**src/rtl/dmac_pkg.sv**
```systemverilog
package dmac_pkg;
    localparam int XLEN   = 64;
    localparam int HALF   = 32;
    localparam int NPAIR  = 2;
    localparam int PAIR_W = (NPAIR > 1) ? $clog2(NPAIR) : 1;
    localparam int REG_W  = 5;

    localparam logic [5:0] OPC_SPECIAL = 6'h00;
    localparam logic [5:0] OPC_MMI     = 6'h1C;
    localparam logic [5:0] FN_MUL_S    = 6'h18;
    localparam logic [5:0] FN_MUL_U    = 6'h19;
    localparam logic [5:0] FN_MAC0     = 6'h00;
    localparam logic [5:0] FN_MAC1     = 6'h20;

    typedef struct packed {
        logic              legal;
        logic              is_signed;
        logic              accumulate;
        logic [PAIR_W-1:0] pair;
        logic [REG_W-1:0]  rd;
    } dec_t;

    typedef struct packed {
        logic [NPAIR-1:0][HALF-1:0] hi;
        logic [NPAIR-1:0][HALF-1:0] lo;
        logic                       done;
        logic                       ri;
        logic                       we;
        logic [REG_W-1:0]           rd_idx;
        logic [HALF-1:0]            rd_lo;
    } state_t;
endpackage

```
**src/rtl/dmac_decode.sv**
```systemverilog
module dmac_decode
    import dmac_pkg::*;
(
    input  logic [31:0] insn_i,
    output dec_t        dec_o
);
    logic [5:0] opc;
    logic [5:0] fn;
    logic [4:0] sa;
    logic       unused_fields;

    assign opc = insn_i[31:26];
    assign fn  = insn_i[5:0];
    assign sa  = insn_i[10:6];
    assign unused_fields = ^insn_i[25:16];

    always_comb begin
        dec_o            = '0;
        dec_o.rd         = insn_i[15:11];
        if (sa == 5'd0) begin
            if (opc == OPC_SPECIAL) begin
                if (fn == FN_MUL_S || fn == FN_MUL_U) begin
                    dec_o.legal     = 1'b1;
                    dec_o.is_signed = (fn == FN_MUL_S);
                    dec_o.pair      = PAIR_W'(0);
                end
            end else if (opc == OPC_MMI) begin
                unique case (fn)
                    FN_MUL_S, FN_MUL_U: begin
                        dec_o.legal     = 1'b1;
                        dec_o.is_signed = (fn == FN_MUL_S);
                        dec_o.pair      = PAIR_W'(1);
                    end
                    FN_MAC0: begin
                        dec_o.legal      = 1'b1;
                        dec_o.is_signed  = 1'b1;
                        dec_o.accumulate = 1'b1;
                        dec_o.pair       = PAIR_W'(0);
                    end
                    FN_MAC1: begin
                        dec_o.legal      = 1'b1;
                        dec_o.is_signed  = 1'b1;
                        dec_o.accumulate = 1'b1;
                        dec_o.pair       = PAIR_W'(1);
                    end
                    default: dec_o.legal = 1'b0;
                endcase
            end
        end
    end
endmodule

```
**src/rtl/dmac_mult.sv**
```systemverilog
module dmac_mult #(
    parameter int W = 32
) (
    input  logic [W-1:0]   a_i,
    input  logic [W-1:0]   b_i,
    input  logic           is_signed_i,
    output logic [2*W-1:0] prod_o
);
    logic signed [2*W-1:0] a_ext;
    logic signed [2*W-1:0] b_ext;

    assign a_ext  = {{W{is_signed_i & a_i[W-1]}}, a_i};
    assign b_ext  = {{W{is_signed_i & b_i[W-1]}}, b_i};
    assign prod_o = a_ext * b_ext;
endmodule

```
**src/rtl/dmac_sext.sv**
```systemverilog
module dmac_sext #(
    parameter int IN_W  = 32,
    parameter int OUT_W = 64
) (
    input  logic [IN_W-1:0]  val_i,
    output logic [OUT_W-1:0] val_o
);
    assign val_o = {{(OUT_W-IN_W){val_i[IN_W-1]}}, val_i};
endmodule

```
**src/rtl/dmac_top.sv**
```systemverilog
module dmac_top
    import dmac_pkg::*;
(
    input  logic        clk,
    input  logic        rst,
    input  logic        valid_i,
    input  logic [31:0] insn_i,
    input  logic [63:0] rs_val_i,
    input  logic [63:0] rt_val_i,
    output logic        done_o,
    output logic        ri_exc_o,
    output logic        rd_we_o,
    output logic [4:0]  rd_idx_o,
    output logic [63:0] rd_data_o,
    output logic [63:0] hi0_o,
    output logic [63:0] lo0_o,
    output logic [63:0] hi1_o,
    output logic [63:0] lo1_o
);
    localparam int ACC_W = 2 * HALF;

    dec_t               dec;
    logic [ACC_W-1:0]   prod;
    logic [ACC_W-1:0]   cur_acc;
    logic [ACC_W-1:0]   sum;
    state_t             st_d, st_q;
    logic [NPAIR-1:0][XLEN-1:0] hi_x, lo_x;
    logic               unused_upper;

    assign unused_upper = ^{rs_val_i[XLEN-1:HALF], rt_val_i[XLEN-1:HALF]};

    dmac_decode u_dec (
        .insn_i (insn_i),
        .dec_o  (dec)
    );

    dmac_mult #(.W(HALF)) u_mul (
        .a_i         (rs_val_i[HALF-1:0]),
        .b_i         (rt_val_i[HALF-1:0]),
        .is_signed_i (dec.is_signed),
        .prod_o      (prod)
    );

    always_comb begin
        cur_acc = {st_q.hi[dec.pair], st_q.lo[dec.pair]};
        sum     = (dec.accumulate ? cur_acc : '0) + prod;

        st_d      = st_q;
        st_d.done = 1'b0;
        st_d.ri   = 1'b0;
        st_d.we   = 1'b0;
        if (valid_i) begin
            st_d.done = 1'b1;
            if (!dec.legal) begin
                st_d.ri = 1'b1;
            end else begin
                st_d.hi[dec.pair] = sum[ACC_W-1:HALF];
                st_d.lo[dec.pair] = sum[HALF-1:0];
                st_d.we           = (dec.rd != '0);
                st_d.rd_idx       = dec.rd;
                st_d.rd_lo        = sum[HALF-1:0];
            end
        end
    end

    always_ff @(posedge clk) begin
        if (rst) begin
            st_q <= '0;
        end else begin
            st_q <= st_d;
        end
    end

    for (genvar p = 0; p < NPAIR; p++) begin : g_pair_out
        dmac_sext #(.IN_W(HALF), .OUT_W(XLEN)) u_sx_hi (
            .val_i (st_q.hi[p]),
            .val_o (hi_x[p])
        );
        dmac_sext #(.IN_W(HALF), .OUT_W(XLEN)) u_sx_lo (
            .val_i (st_q.lo[p]),
            .val_o (lo_x[p])
        );
    end

    dmac_sext #(.IN_W(HALF), .OUT_W(XLEN)) u_sx_rd (
        .val_i (st_q.rd_lo),
        .val_o (rd_data_o)
    );

    assign done_o   = st_q.done;
    assign ri_exc_o = st_q.ri;
    assign rd_we_o  = st_q.we;
    assign rd_idx_o = st_q.rd_idx;
    assign hi0_o    = hi_x[0];
    assign lo0_o    = lo_x[0];
    assign hi1_o    = hi_x[1];
    assign lo1_o    = lo_x[1];
endmodule

```
**config.mk**
```make
export PLATFORM = sky130hd
export DESIGN_NAME = dmac_top
export DESIGN_NICKNAME = d
export VERILOG_FILES = /design/src/rtl/dmac_pkg.sv /design/src/rtl/dmac_decode.sv /design/src/rtl/dmac_mult.sv /design/src/rtl/dmac_sext.sv /design/src/rtl/dmac_top.sv
export SDC_FILE = /design/constraint.sdc
export NUM_CORES = 2
export LEC_CHECK = 0
export ABC_AREA = 1
export BUFFER_PORTS_ARGS = -buffer_cell sky130_fd_sc_hd__buf_2
export CORE_UTILIZATION = 32
export CTS_CLUSTER_DIAMETER = 30
export CTS_CLUSTER_SIZE = 30
export DETAILED_ROUTE_END_ITERATION = 16
export PLACE_DENSITY = 0.53
export SYNTH_ARGS = -nofsm -noshare
export SYNTH_HDL_FRONTEND = slang
export SYNTH_SLANG_ARGS = --single-unit
export TNS_END_PERCENT = 20
```
**constraint.sdc**
```tcl
create_clock -name clk -period 18.6 [get_ports clk]
set_clock_uncertainty 0.15 [all_clocks]
set_input_delay 5.58 -clock clk [delete_from_list [all_inputs] [get_ports clk]]
set_output_delay 5.58 -clock clk [all_outputs]
set_load 0.005 [all_outputs]
```
==> impl_metrics.json <==
{
  "synth_mux_area_share_pct": 0,
  "synth_top_family_by_area": "adder cells",
  "syn_area_per_cell_um2": 8.020,
  "final_estimated_routing_congestion_in_global_placement": 0.9539,
  "cp.arrival_ps": 15080,
  "finalWorstPathRequiredPeriod_ps": 14860,
  "io-pin-count": 491,
  "dr.pass1.iters": 5,
  "synth_top_area_share_pct": 48.66,
  "period_share_pct": 79.91,
  "critical_path.endpoint_type": "flip-flop",
  "first_global_vias": 41790,
  "worst_ep_required_time_ps": 18820,
  "slowest_stage": "inv_1",
  "global_route.overflow_total": 0,
  "critPathTopFamily": "adder cells",
  "final_layout_size_suffix_gt1_share_pct": 8.536,
  "post_synth_xor_area_fraction_pct": 0.5396,
  "post-cts-setup-buffer-count": 0,
  "path_clk_slew_ps": 70,
  "ys_ff_latch": 168,
  "path_type_of_the_worst_min_delay_path": "reg -> reg",
  "synth_cell_type_count": 46,
  "synth_compound_area_share_pct": 5.562,
  "asyncSetResetFlopFracSynth_pct": 0,
  "relSlewSlack_pct": 26.30,
  "initial_standard_cell_utilization_of_the_core_pct": 32.21,
  "synth_ff_type": "dfxtp_1",
  "synth_area_leader_cell": "fa_1",
  "timing.final.setup_violations": 0,
  "fmax_ghz": 0.06728,
  "die_extent_in_y_um": 398.5,
  "cts_resized": 0,
  "via_count_normalized_by_instance_count": 4.684,
  "yosys.area_share.adder_pct": 54.33,
  "antenna_found_initial": 15,
  "placeableCoreArea_um2": 156200,
  "grt_max_degree": 95,
  "syn-cell-area_um2": 50320,
  "htree_num_levels": 4,
  "final_stage_net_count": 7904,
  "detailedRoute.firstIterationViolations": 2471,
  "cts-root-buf": "clkbuf_16",
  "clkLatencyLatePin_ps": 480,
  "synth-seq-area-share_pct": 6.684,
  "worst-slew-pin-transition_ps": 1106,
  "synth_edf_count": 0,
  "row_count": 145,
  "global_route.usage.total_pct": 20.80,
  "layout.cells.most_common": "inv_1",
  "areaGrowthSynthToFinish_pct": 6.366,
  "cts_inserted_buffers": 17,
  "timing.setup.tns_ps": 0,
  "port_buffers": 416,
  "layout.cells.most_common_list": "inv_1, nand2_1, fa_1",
  "synthesis.yosys.warnings": 0,
  "crit_buf_inv": 11,
  "clk_path_buf_depth": 2,
  "die_w_um": 398.5,
  "finalCoreUtilization_pct": 34.26,
  "wire_length_of_the_first_global_routing_pass_mm": 252.3,
  "synth_simple_gate_area_share_pct": 14.63,
  "timing_max_transition_violations_final": 0,
  "crit_path_max_incr_delay_ps": 720,
  "finalHoldViolCount": 0,
  "route.final.wire_length_mm": 159.9,
  "place_hpwl_mm": 136.2,
  "crit_top_cell": "fa_1",
  "outcome": "complete, no violations",
  "design.die.area_um2": 158800,
  "synth_cells": 6274,
  "ant_nets": 0,
  "drv_cap": 0,
  "timing.critical_path.from_type": "input pin",
  "tritoncts": "yes",
  "avgRoutedWirePerCell_um": 19.12,
  "main_area_contributors_after_synthesis": "fa_1, inv_1, nand2_1",
  "vias": 39180,
  "mappedNetlistNets": 7888,
  "remaining_drc_errors": 0,
  "cts.sinks": 168,
  "worst_path_maximum_fanout": 29,
  "hold_fix_buffer_count_after_cts": 0,
  "setup_crit_path_kind": "in -> reg",
  "rsz0062_at_grt": "false"
}
[cells in the mapped netlist (4+ instances only)]
| cell | number |
|---|---|
| dfxtp_1 | 168 |
| buf_6 | 4 |
| buf_2 | 19 |
| o21a_1 | 7 |
| inv_2 | 9 |
| fa_1 | 1223 |
| nand3_1 | 126 |
| clkbuf_1 | 269 |
| a21oi_1 | 185 |
| buf_1 | 5 |
| o21ai_0 | 178 |
| a31oi_1 | 4 |
| o21ai_1 | 10 |
| nor2_1 | 328 |
| nor3_1 | 14 |
| a21boi_0 | 6 |
| xnor2_1 | 21 |
| ha_1 | 228 |
| inv_1 | 1797 |
| o21bai_1 | 11 |
| buf_4 | 165 |
| nand4_1 | 32 |
| or2_2 | 10 |
| nand3b_1 | 7 |
| a211oi_1 | 11 |
| xor2_1 | 10 |
| a21o_1 | 11 |
| o211ai_1 | 47 |
| a31o_2 | 8 |
| or2_1 | 7 |
| nand2_1 | 1329 |
[final cells by class]
| class | count | area [µm²] |
|---|---|---|
| diodes | 4 | 10.01 |
| clock buffers | 17 | 425.4 |
| clock inverters | 15 | 186.4 |
| fillers | 16640 | 102700 |
| inverters | 1807 | 6784 |
| multi-input cells | 3837 | 37770 |
| flip-flops and latches | 168 | 3363 |
| well taps | 2058 | 2575 |
| repair buffers | 459 | 2405 |
[worst paths after layout]
kind	to	cells past startpoint	slack, ps	from
setup / recovery	st_q[167]$_SDFFE_PP0P_	36	3740	insn_i[10]
setup reg to reg	st_q[155]$_SDFFE_PP0P_	23	10910	st_q[71]$_SDFFE_PP0P_
hold reg to reg	st_q[4]$_SDFFE_PP0P_	2	300	st_q[4]$_SDFFE_PP0P_
hold / removal	st_q[4]$_SDFFE_PP0P_	2	300	st_q[4]$_SDFFE_PP0P_
[worst min-delay path, cell delays in order (launching register included)]
cell	delay [ps]
dfxtp_1	310
inv_1	50
a21oi_1	50
[cells by family after synthesis]
family                     after synthesis
buffers and inverters                 2269
and+or+nand+nor                       1863
adders and majority gates             1451
AOI/OAI and AO/OA                      492
DFF                                    168
xor gates and xnor gates                31
[metal layers]
layer  global-route usage (%)  part of all wire (%)  wire (µm)
met1                    29.03                    44      71020
met2                    34.71                    48      76380
met3                    2.012                   5.6       9029
met4                    4.823                   2.2       3502
met5                        0                0.0044          7
[registers in the layout (all words and copies together) (netlist names)]
| name | count |
|---|---|
| st_q | 160 |
| rd_we_o | 1 |
| done_o | 1 |
| rd_idx_o | 5 |
| ri_exc_o | 1 |
[per-stage QoR]
stage / std cells / setup slack [ps] / hold WS (ps) / area, µm²
finish: 8365 / 3736 / 298.5 / 53520
global route: 8363 / 3015 / 324.4 / 53520
CTS: 8361 / 3565 / 301.1 / 53510
detailed placement: 8329 / 3103 / 284.5 / 52900
global placement: 8329 / 3122 / 281.5 / 52900
floorplan: 6274 / 5053 / 290.2 / 50320
Power is left out: the tool's default activity adds up to more than one toggle a clock period on the data nets, which glitch-free logic cannot reach.
